### config.mk
export PLATFORM = sky130hd
export DESIGN_NAME = tbe_reader_encoder
export DESIGN_NICKNAME = d
export VERILOG_FILES = /design/src/rtl/tbe_pkg.sv /design/src/rtl/tbe_byte_stage.sv /design/src/rtl/tbe_slot_pacer.sv /design/src/rtl/tbe_framer.sv /design/src/rtl/tbe_reader_encoder.sv
export SDC_FILE = /design/constraint.sdc
export NUM_CORES = 1
export LEC_CHECK = 0
export ABC_CLOCK_PERIOD_IN_PS = 3200
export BUFFER_PORTS_ARGS = -buffer_cell sky130_fd_sc_hd__buf_4
export CORE_MARGIN = 2
export CORE_UTILIZATION = 32
export DETAILED_ROUTE_END_ITERATION = 6
export PLACE_DENSITY = 0.56
export SLEW_MARGIN = 20
export SYNTH_ARGS = -nofsm -noshare
export SYNTH_HDL_FRONTEND = slang
export SYNTH_SLANG_ARGS = --single-unit
### constraint.sdc
create_clock -name clk -period 3.2 [get_ports clk]
set_input_delay 0.64 -clock clk [delete_from_list [all_inputs] [get_ports clk]]
set_output_delay 0.64 -clock clk [all_outputs]
set_load 0.01 [all_outputs]
### src/rtl/tbe_pkg.sv
package tbe_pkg;
  typedef enum logic [2:0] {
    PH_IDLE,
    PH_SOF,
    PH_CHAR,
    PH_GAP,
    PH_EOF,
    PH_PAD
  } phase_t;
endpackage

### src/rtl/tbe_byte_stage.sv
module tbe_byte_stage #(
  parameter int DATA_W = 8
) (
  input  logic              clk,
  input  logic              rst_n,
  input  logic              idle,
  input  logic              in_valid,
  input  logic [DATA_W-1:0] in_data,
  input  logic              in_last,
  input  logic              take,
  output logic              in_ready,
  output logic              accept,
  output logic [DATA_W-1:0] hold,
  output logic              hold_v,
  output logic              last_taken
);
  assign in_ready = !hold_v && (idle || !last_taken);
  assign accept   = in_valid && in_ready;

  always_ff @(posedge clk or negedge rst_n) begin
    if (!rst_n) begin
      hold       <= '0;
      hold_v     <= 1'b0;
      last_taken <= 1'b0;
    end else begin
      if (accept) begin
        hold       <= in_data;
        hold_v     <= 1'b1;
        last_taken <= in_last;
      end else if (take) begin
        hold_v <= 1'b0;
      end
    end
  end


  take_empty_chk: assert property (@(posedge clk) disable iff (!rst_n)
    take |-> hold_v);
endmodule

### src/rtl/tbe_slot_pacer.sv
module tbe_slot_pacer #(
  parameter int SLOTS = 2
) (
  input  logic clk,
  input  logic rst_n,
  input  logic tick,
  input  logic out_ready,
  input  logic valid,
  output logic adv,
  output logic bit_done,
  output logic first_slot
);
  localparam int SW = (SLOTS > 1) ? $clog2(SLOTS) : 1;
  localparam logic [SW-1:0] SLOT_LAST = SW'(SLOTS - 1);

  logic [SW-1:0] slot;

  assign adv        = tick && out_ready && valid;
  assign bit_done   = adv && (slot == SLOT_LAST);
  assign first_slot = (slot == '0);

  always_ff @(posedge clk or negedge rst_n) begin
    if (!rst_n) begin
      slot <= '0;
    end else if (adv) begin
      slot <= (slot == SLOT_LAST) ? '0 : slot + 1'b1;
    end
  end


  slot_hold_chk: assert property (@(posedge clk) disable iff (!rst_n)
    !adv |=> $stable(slot));


  slot_wrap_chk: assert property (@(posedge clk) disable iff (!rst_n)
    bit_done |=> slot == '0);
endmodule

### src/rtl/tbe_framer.sv
module tbe_framer
  import tbe_pkg::*;
#(
  parameter int DATA_W    = 8,
  parameter int SOF_ZEROS = 10,
  parameter int SOF_ONES  = 2,
  parameter int EOF_ZEROS = 10,
  parameter int EOF_ONES  = 1,
  parameter int PAD_MIN   = 8,
  parameter int PACK_W    = 8
) (
  input  logic              clk,
  input  logic              rst_n,
  input  logic              accept,
  input  logic [DATA_W-1:0] hold,
  input  logic              hold_v,
  input  logic              last_taken,
  input  logic              bit_done,
  output logic              take,
  output logic              cur_bit,
  output logic              busy,
  output logic              out_valid
);
  localparam int SOF_LEN  = SOF_ZEROS + SOF_ONES;
  localparam int CHAR_LEN = DATA_W + 2;
  localparam int EOF_LEN  = EOF_ZEROS + EOF_ONES;
  localparam int MAX_A    = (SOF_LEN > CHAR_LEN) ? SOF_LEN : CHAR_LEN;
  localparam int MAXLEN   = (MAX_A > EOF_LEN) ? MAX_A : EOF_LEN;
  localparam int CW       = $clog2(MAXLEN);
  localparam int BW       = $clog2(PACK_W);
  localparam int PW       = $clog2(PAD_MIN + 1);

  localparam logic [CW-1:0] SOF_LAST  = CW'(SOF_LEN - 1);
  localparam logic [CW-1:0] CHAR_LAST = CW'(CHAR_LEN - 1);
  localparam logic [CW-1:0] EOF_LAST  = CW'(EOF_LEN - 1);
  localparam logic [CW-1:0] SOF_Z     = CW'(SOF_ZEROS);
  localparam logic [CW-1:0] EOF_Z     = CW'(EOF_ZEROS);
  localparam logic [BW-1:0] BP_LAST   = BW'(PACK_W - 1);
  localparam logic [PW-1:0] PAD_LAST  = PW'(PAD_MIN - 1);

  phase_t            phase;
  logic [CW-1:0]     cnt;
  logic [DATA_W-1:0] shreg;
  logic [BW-1:0]     bitpos;
  logic [PW-1:0]     pad_cnt;
  logic              at_boundary;
  phase_t            bnd_phase;

  assign busy      = (phase != PH_IDLE);
  assign out_valid = busy && (phase != PH_GAP);

  assign at_boundary = bit_done &&
                       (((phase == PH_SOF)  && (cnt == SOF_LAST)) ||
                        ((phase == PH_CHAR) && (cnt == CHAR_LAST)));

  assign take = (at_boundary && hold_v) || ((phase == PH_GAP) && hold_v);

  always_comb begin
    if (hold_v)          bnd_phase = PH_CHAR;
    else if (last_taken) bnd_phase = PH_EOF;
    else                 bnd_phase = PH_GAP;
  end

  always_comb begin
    unique case (phase)
      PH_SOF:  cur_bit = (cnt >= SOF_Z);
      PH_CHAR: begin
        if (cnt == '0)             cur_bit = 1'b0;
        else if (cnt == CHAR_LAST) cur_bit = 1'b1;
        else                       cur_bit = shreg[0];
      end
      PH_EOF:  cur_bit = (cnt >= EOF_Z);
      default: cur_bit = 1'b1;
    endcase
  end

  always_ff @(posedge clk or negedge rst_n) begin
    if (!rst_n) begin
      phase   <= PH_IDLE;
      cnt     <= '0;
      shreg   <= '0;
      bitpos  <= '0;
      pad_cnt <= '0;
    end else begin
      if (bit_done) bitpos <= bitpos + 1'b1;
      unique case (phase)
        PH_IDLE: begin
          if (accept) begin
            phase  <= PH_SOF;
            cnt    <= '0;
            bitpos <= '0;
          end
        end
        PH_SOF, PH_CHAR: begin
          if (at_boundary) begin
            cnt   <= '0;
            phase <= bnd_phase;
            if (hold_v) shreg <= hold;
          end else if (bit_done) begin
            cnt <= cnt + 1'b1;
            if ((phase == PH_CHAR) && (cnt != '0)) shreg <= shreg >> 1;
          end
        end
        PH_GAP: begin
          if (hold_v) begin
            phase <= PH_CHAR;
            cnt   <= '0;
            shreg <= hold;
          end
        end
        PH_EOF: begin
          if (bit_done) begin
            if (cnt == EOF_LAST) begin
              phase   <= PH_PAD;
              cnt     <= '0;
              pad_cnt <= '0;
            end else begin
              cnt <= cnt + 1'b1;
            end
          end
        end
        PH_PAD: begin
          if (bit_done) begin
            if ((pad_cnt >= PAD_LAST) && (bitpos == BP_LAST)) phase <= PH_IDLE;
            else if (pad_cnt < PAD_LAST) pad_cnt <= pad_cnt + 1'b1;
          end
        end
        default: phase <= PH_IDLE;
      endcase
    end
  end


  busy_start_chk: assert property (@(posedge clk) disable iff (!rst_n)
    $rose(busy) |-> $past(accept));


  pad_align_chk: assert property (@(posedge clk) disable iff (!rst_n)
    $fell(busy) |-> bitpos == '0);


  bit_hold_chk: assert property (@(posedge clk) disable iff (!rst_n)
    (out_valid && !bit_done) |=> $stable(cur_bit));
endmodule

### src/rtl/tbe_reader_encoder.sv
module tbe_reader_encoder #(
  parameter int DATA_W    = 8,
  parameter int SOF_ZEROS = 10,
  parameter int SOF_ONES  = 2,
  parameter int EOF_ZEROS = 10,
  parameter int EOF_ONES  = 1,
  parameter int PAD_MIN   = 8,
  parameter int PACK_W    = 8,
  parameter int SLOTS     = 2
) (
  input  logic              clk,
  input  logic              rst_n,
  input  logic              tick,
  input  logic              in_valid,
  output logic              in_ready,
  input  logic [DATA_W-1:0] in_data,
  input  logic              in_last,
  output logic              out_valid,
  input  logic              out_ready,
  output logic              out_mod,
  output logic              busy
);
  logic              accept, take, hold_v, last_taken;
  logic [DATA_W-1:0] hold;
  logic              adv, bit_done, first_slot, cur_bit;

  tbe_byte_stage #(.DATA_W(DATA_W)) u_stage (
    .clk(clk), .rst_n(rst_n), .idle(!busy),
    .in_valid(in_valid), .in_data(in_data), .in_last(in_last),
    .take(take), .in_ready(in_ready), .accept(accept),
    .hold(hold), .hold_v(hold_v), .last_taken(last_taken)
  );

  tbe_framer #(
    .DATA_W(DATA_W), .SOF_ZEROS(SOF_ZEROS), .SOF_ONES(SOF_ONES),
    .EOF_ZEROS(EOF_ZEROS), .EOF_ONES(EOF_ONES),
    .PAD_MIN(PAD_MIN), .PACK_W(PACK_W)
  ) u_framer (
    .clk(clk), .rst_n(rst_n), .accept(accept), .hold(hold),
    .hold_v(hold_v), .last_taken(last_taken), .bit_done(bit_done),
    .take(take), .cur_bit(cur_bit), .busy(busy), .out_valid(out_valid)
  );

  tbe_slot_pacer #(.SLOTS(SLOTS)) u_pacer (
    .clk(clk), .rst_n(rst_n), .tick(tick), .out_ready(out_ready),
    .valid(out_valid), .adv(adv), .bit_done(bit_done),
    .first_slot(first_slot)
  );

  assign out_mod = out_valid && !cur_bit;


  pair_level_chk: assert property (@(posedge clk) disable iff (!rst_n)
    (out_valid && !first_slot) |-> $stable(out_mod));
endmodule

==> impl_metrics.env <==
export IMPL_outcome="completed"
export IMPL_post_synth_top_count_cell="dfrtp_1"
export IMPL_postRouteAntennaNets=0
export IMPL_syn_area_mm2=0.00188
export IMPL_postCtsSetupRepairBufs=0
export IMPL_synthCells=195
export IMPL_place_gp_congestion=0.810
export IMPL_drv_slew=0
export IMPL_maxSlewHeadroom=0.581
export IMPL_rsz0062_at_grt="false"
export IMPL_fin_area_mm2=0.00213
export IMPL_grt_pass1_vias=1413
export IMPL_reg2reg_setup_slack_ns=0.96
export IMPL_holdWs_ns=0.295
export IMPL_cts_tree="yes"
export IMPL_routed_wl_um=3810
export IMPL_finClkSkew_ns=0.00398
export IMPL_first_pass_iters=4
export IMPL_cts_root_buffer="clkbuf_8"
export IMPL_io_buffers=17
export IMPL_syn_to_final_growth_pct=13.2
export IMPL_yosys_warnings=0
export IMPL_slowest_stage="dfrtp_1"
export IMPL_synth_cell_types=46
export IMPL_synth_seq_area_share=0.439
export IMPL_cp_max_fo=21
export IMPL_fin_util=0.382
export IMPL_ctsHoldBuffers=0
export IMPL_startpoint_type="flip-flop"
export IMPL_clock_sink_count=33
export IMPL_dpl_hpwl_um=2680
export IMPL_drt_iter0_drc=56
export IMPL_critPathKind="flip-flop to output port"
export IMPL_endpoint_kind="output port"
export IMPL_fin_crit_sh=0.741
export IMPL_cts_buffers=5
export IMPL_power_leakage_nw=0.940
export IMPL_ys_top_cells_by_area="dfrtp_1, mux2_2, ha_1"
export IMPL_grt_pass1_wl_um=6550
export IMPL_cts_max_path_buffers=2
export IMPL_finalSetupTns_ns=0
export IMPL_cp_num_buf_inv=1
export IMPL_viasPerCell=5.16
export IMPL_setup_viol=0
export IMPL_syn_nets=216
export IMPL_overflow=0
export IMPL_synthTopCellsByCount="dfrtp_1, nand2_1, inv_1, o21ai_0"
export IMPL_syn_avg_cell_area_um2=9.64
export IMPL_synth_top_cell_area_share=0.439
export IMPL_r2r_cells=6
export IMPL_initial_core_util=0.337
export IMPL_post_route_drc_count=0
export IMPL_synth_seq_cells=33
export IMPL_die_w_um=80.6
export IMPL_place_area_mm2=0.00205
export IMPL_diodes=0
export IMPL_drive_above_1_share=0.171
export IMPL_cts_resized=0
export IMPL_grt_usage=0.131
export IMPL_fp_dieH_um=80.6
export IMPL_synth_edf_count=0
export IMPL_h_tree_depth=2
export IMPL_vias=1456
export IMPL_timing_rr_end="u_framer.shreg[2]"
export IMPL_async_flop_share=1.00
export IMPL_period_minus_slack_ns=2.37
export IMPL_nNetsFinal=230
export IMPL_tightest_slew_ns=0.628
export IMPL_core_mm2=0.00557
export IMPL_clk_latency_ns=0.29
export IMPL_required_ns=2.56
export IMPL_wl_per_cell_um=13.5
export IMPL_io_pin_count=18
export IMPL_cp_slowest_stage_delay_ns=0.61
export IMPL_fmax_mhz=422
export IMPL_critical_path_reg2reg_startpoint="u_framer.phase[0]"
export IMPL_holdCritPathClass="primary input to asynchronous set/reset pin"
export IMPL_vdd_ir_drop_max_mv=0.384
export IMPL_synth_largest_area_cell="dfrtp_1"
export IMPL_power_density_mw_per_mm2=957
export IMPL_path_clk_slew_ns=0.07
export IMPL_cp_arrival_ns=1.73
export IMPL_die_area_mm2=0.00650
export IMPL_grt_max_degree=34
export IMPL_critPathTopFamily="flip-flops"
export IMPL_path_cells="or3_1, a21oi_1, buf_4"
export IMPL_cap_viol_max_count=0
export IMPL_antenna_found_initial=0
export IMPL_rows=27
export IMPL_hold_viol=0
export IMPL_synth_ff_type="dfrtp_1"
## where the power goes
part | switching, W | internal (W)
Combinational | 0.000470 | 0.000458
Sequential | 0.000212 | 0.000590
Clock | 0.000155 | 0.000151
Total | 0.000838 | 0.00120
## sequential cells by signal, summed over array words and instances (netlist names)
| signal | cells |
|---|---|
| u_framer.shreg | 8 |
| u_stage.hold | 8 |
| u_framer.cnt | 4 |
| u_framer.pad_cnt | 4 |
| u_framer.bitpos | 3 |
| u_framer.phase | 3 |
| u_pacer.slot | 1 |
| u_stage.hold_v | 1 |
| u_stage.last_taken | 1 |
## how the worst max path moves through the flow
stage,startpoint,slack [ns],cells past startpoint,endpoint
after global placement,tick,0.89,6,u_framer.shreg[7]
after detailed placement,tick,0.82,7,u_framer.shreg[0]
after global routing,u_framer.phase[0],0.65,3,in_ready
after CTS,u_framer.phase[0],0.82,3,in_ready
after floorplan,tick,1.22,6,u_framer.shreg[7]
final,u_framer.phase[0],0.83,3,in_ready
## final cells by class
cell class,instances,area [um^2]
tap,72,90.1
sequential,33,826
multi-input combinational,140,957
timing repair buffer,17,128
inverter,12,45.0
fill,574,3450
clock buffer,6,72.6
clock inverter,2,10.0
## placed cells by master (no fill, tap or decap), types with 3 or more instances in the layout
master / n
mux2_2: 8
dfrtp_1: 33
o22ai_1: 8
clkbuf_8: 5
ha_1: 7
inv_1: 12
nor2_1: 9
nor3b_1: 3
xnor2_1: 3
nand3_1: 8
a31oi_1: 3
buf_4: 17
mux2i_1: 3
nand2b_1: 5
a2bb2oi_1: 7
nand2_1: 18
a21o_1: 3
nor3_1: 5
o21ai_0: 12
a21oi_1: 9
## layer usage
| layer | vias up | global-route usage | wire length (um) |
|---|---|---|---|
| met4 | 0 | 0.0508 | 68 |
| met5 | - | 0 | 0 |
| met3 | 9 | 0.0382 | 175 |
| met2 | 26 | 0.210 | 1740 |
| li1 | 730 | - | - |
| met1 | 691 | 0.166 | 1830 |
## kinds of logic (layout without fill, tap and decap cells)
kind of cell,after synthesis,after routing,synth area share
and+or+nand+nor,60,60,0.162
AOI/OAI and AO/OA,58,58,0.218
DFF,33,33,0.439
buffers and inverters,22,37,0.0513
muxes,11,11,0.0639
adders and majority gates,7,7,0.0466
xor gates and xnor gates,4,4,0.0186
## metrics by stage
stage	worst slack (ns)	std cells	power [W]
after floorplan	1.22	195	0.00152
after global placement	0.889	274	0.00173
after detailed placement	0.816	274	0.00175
after CTS	0.817	282	0.00206
after global routing	0.652	282	0.00224
final	0.828	282	0.00204
No activity file was read; power rests on OpenSTA's default activity.
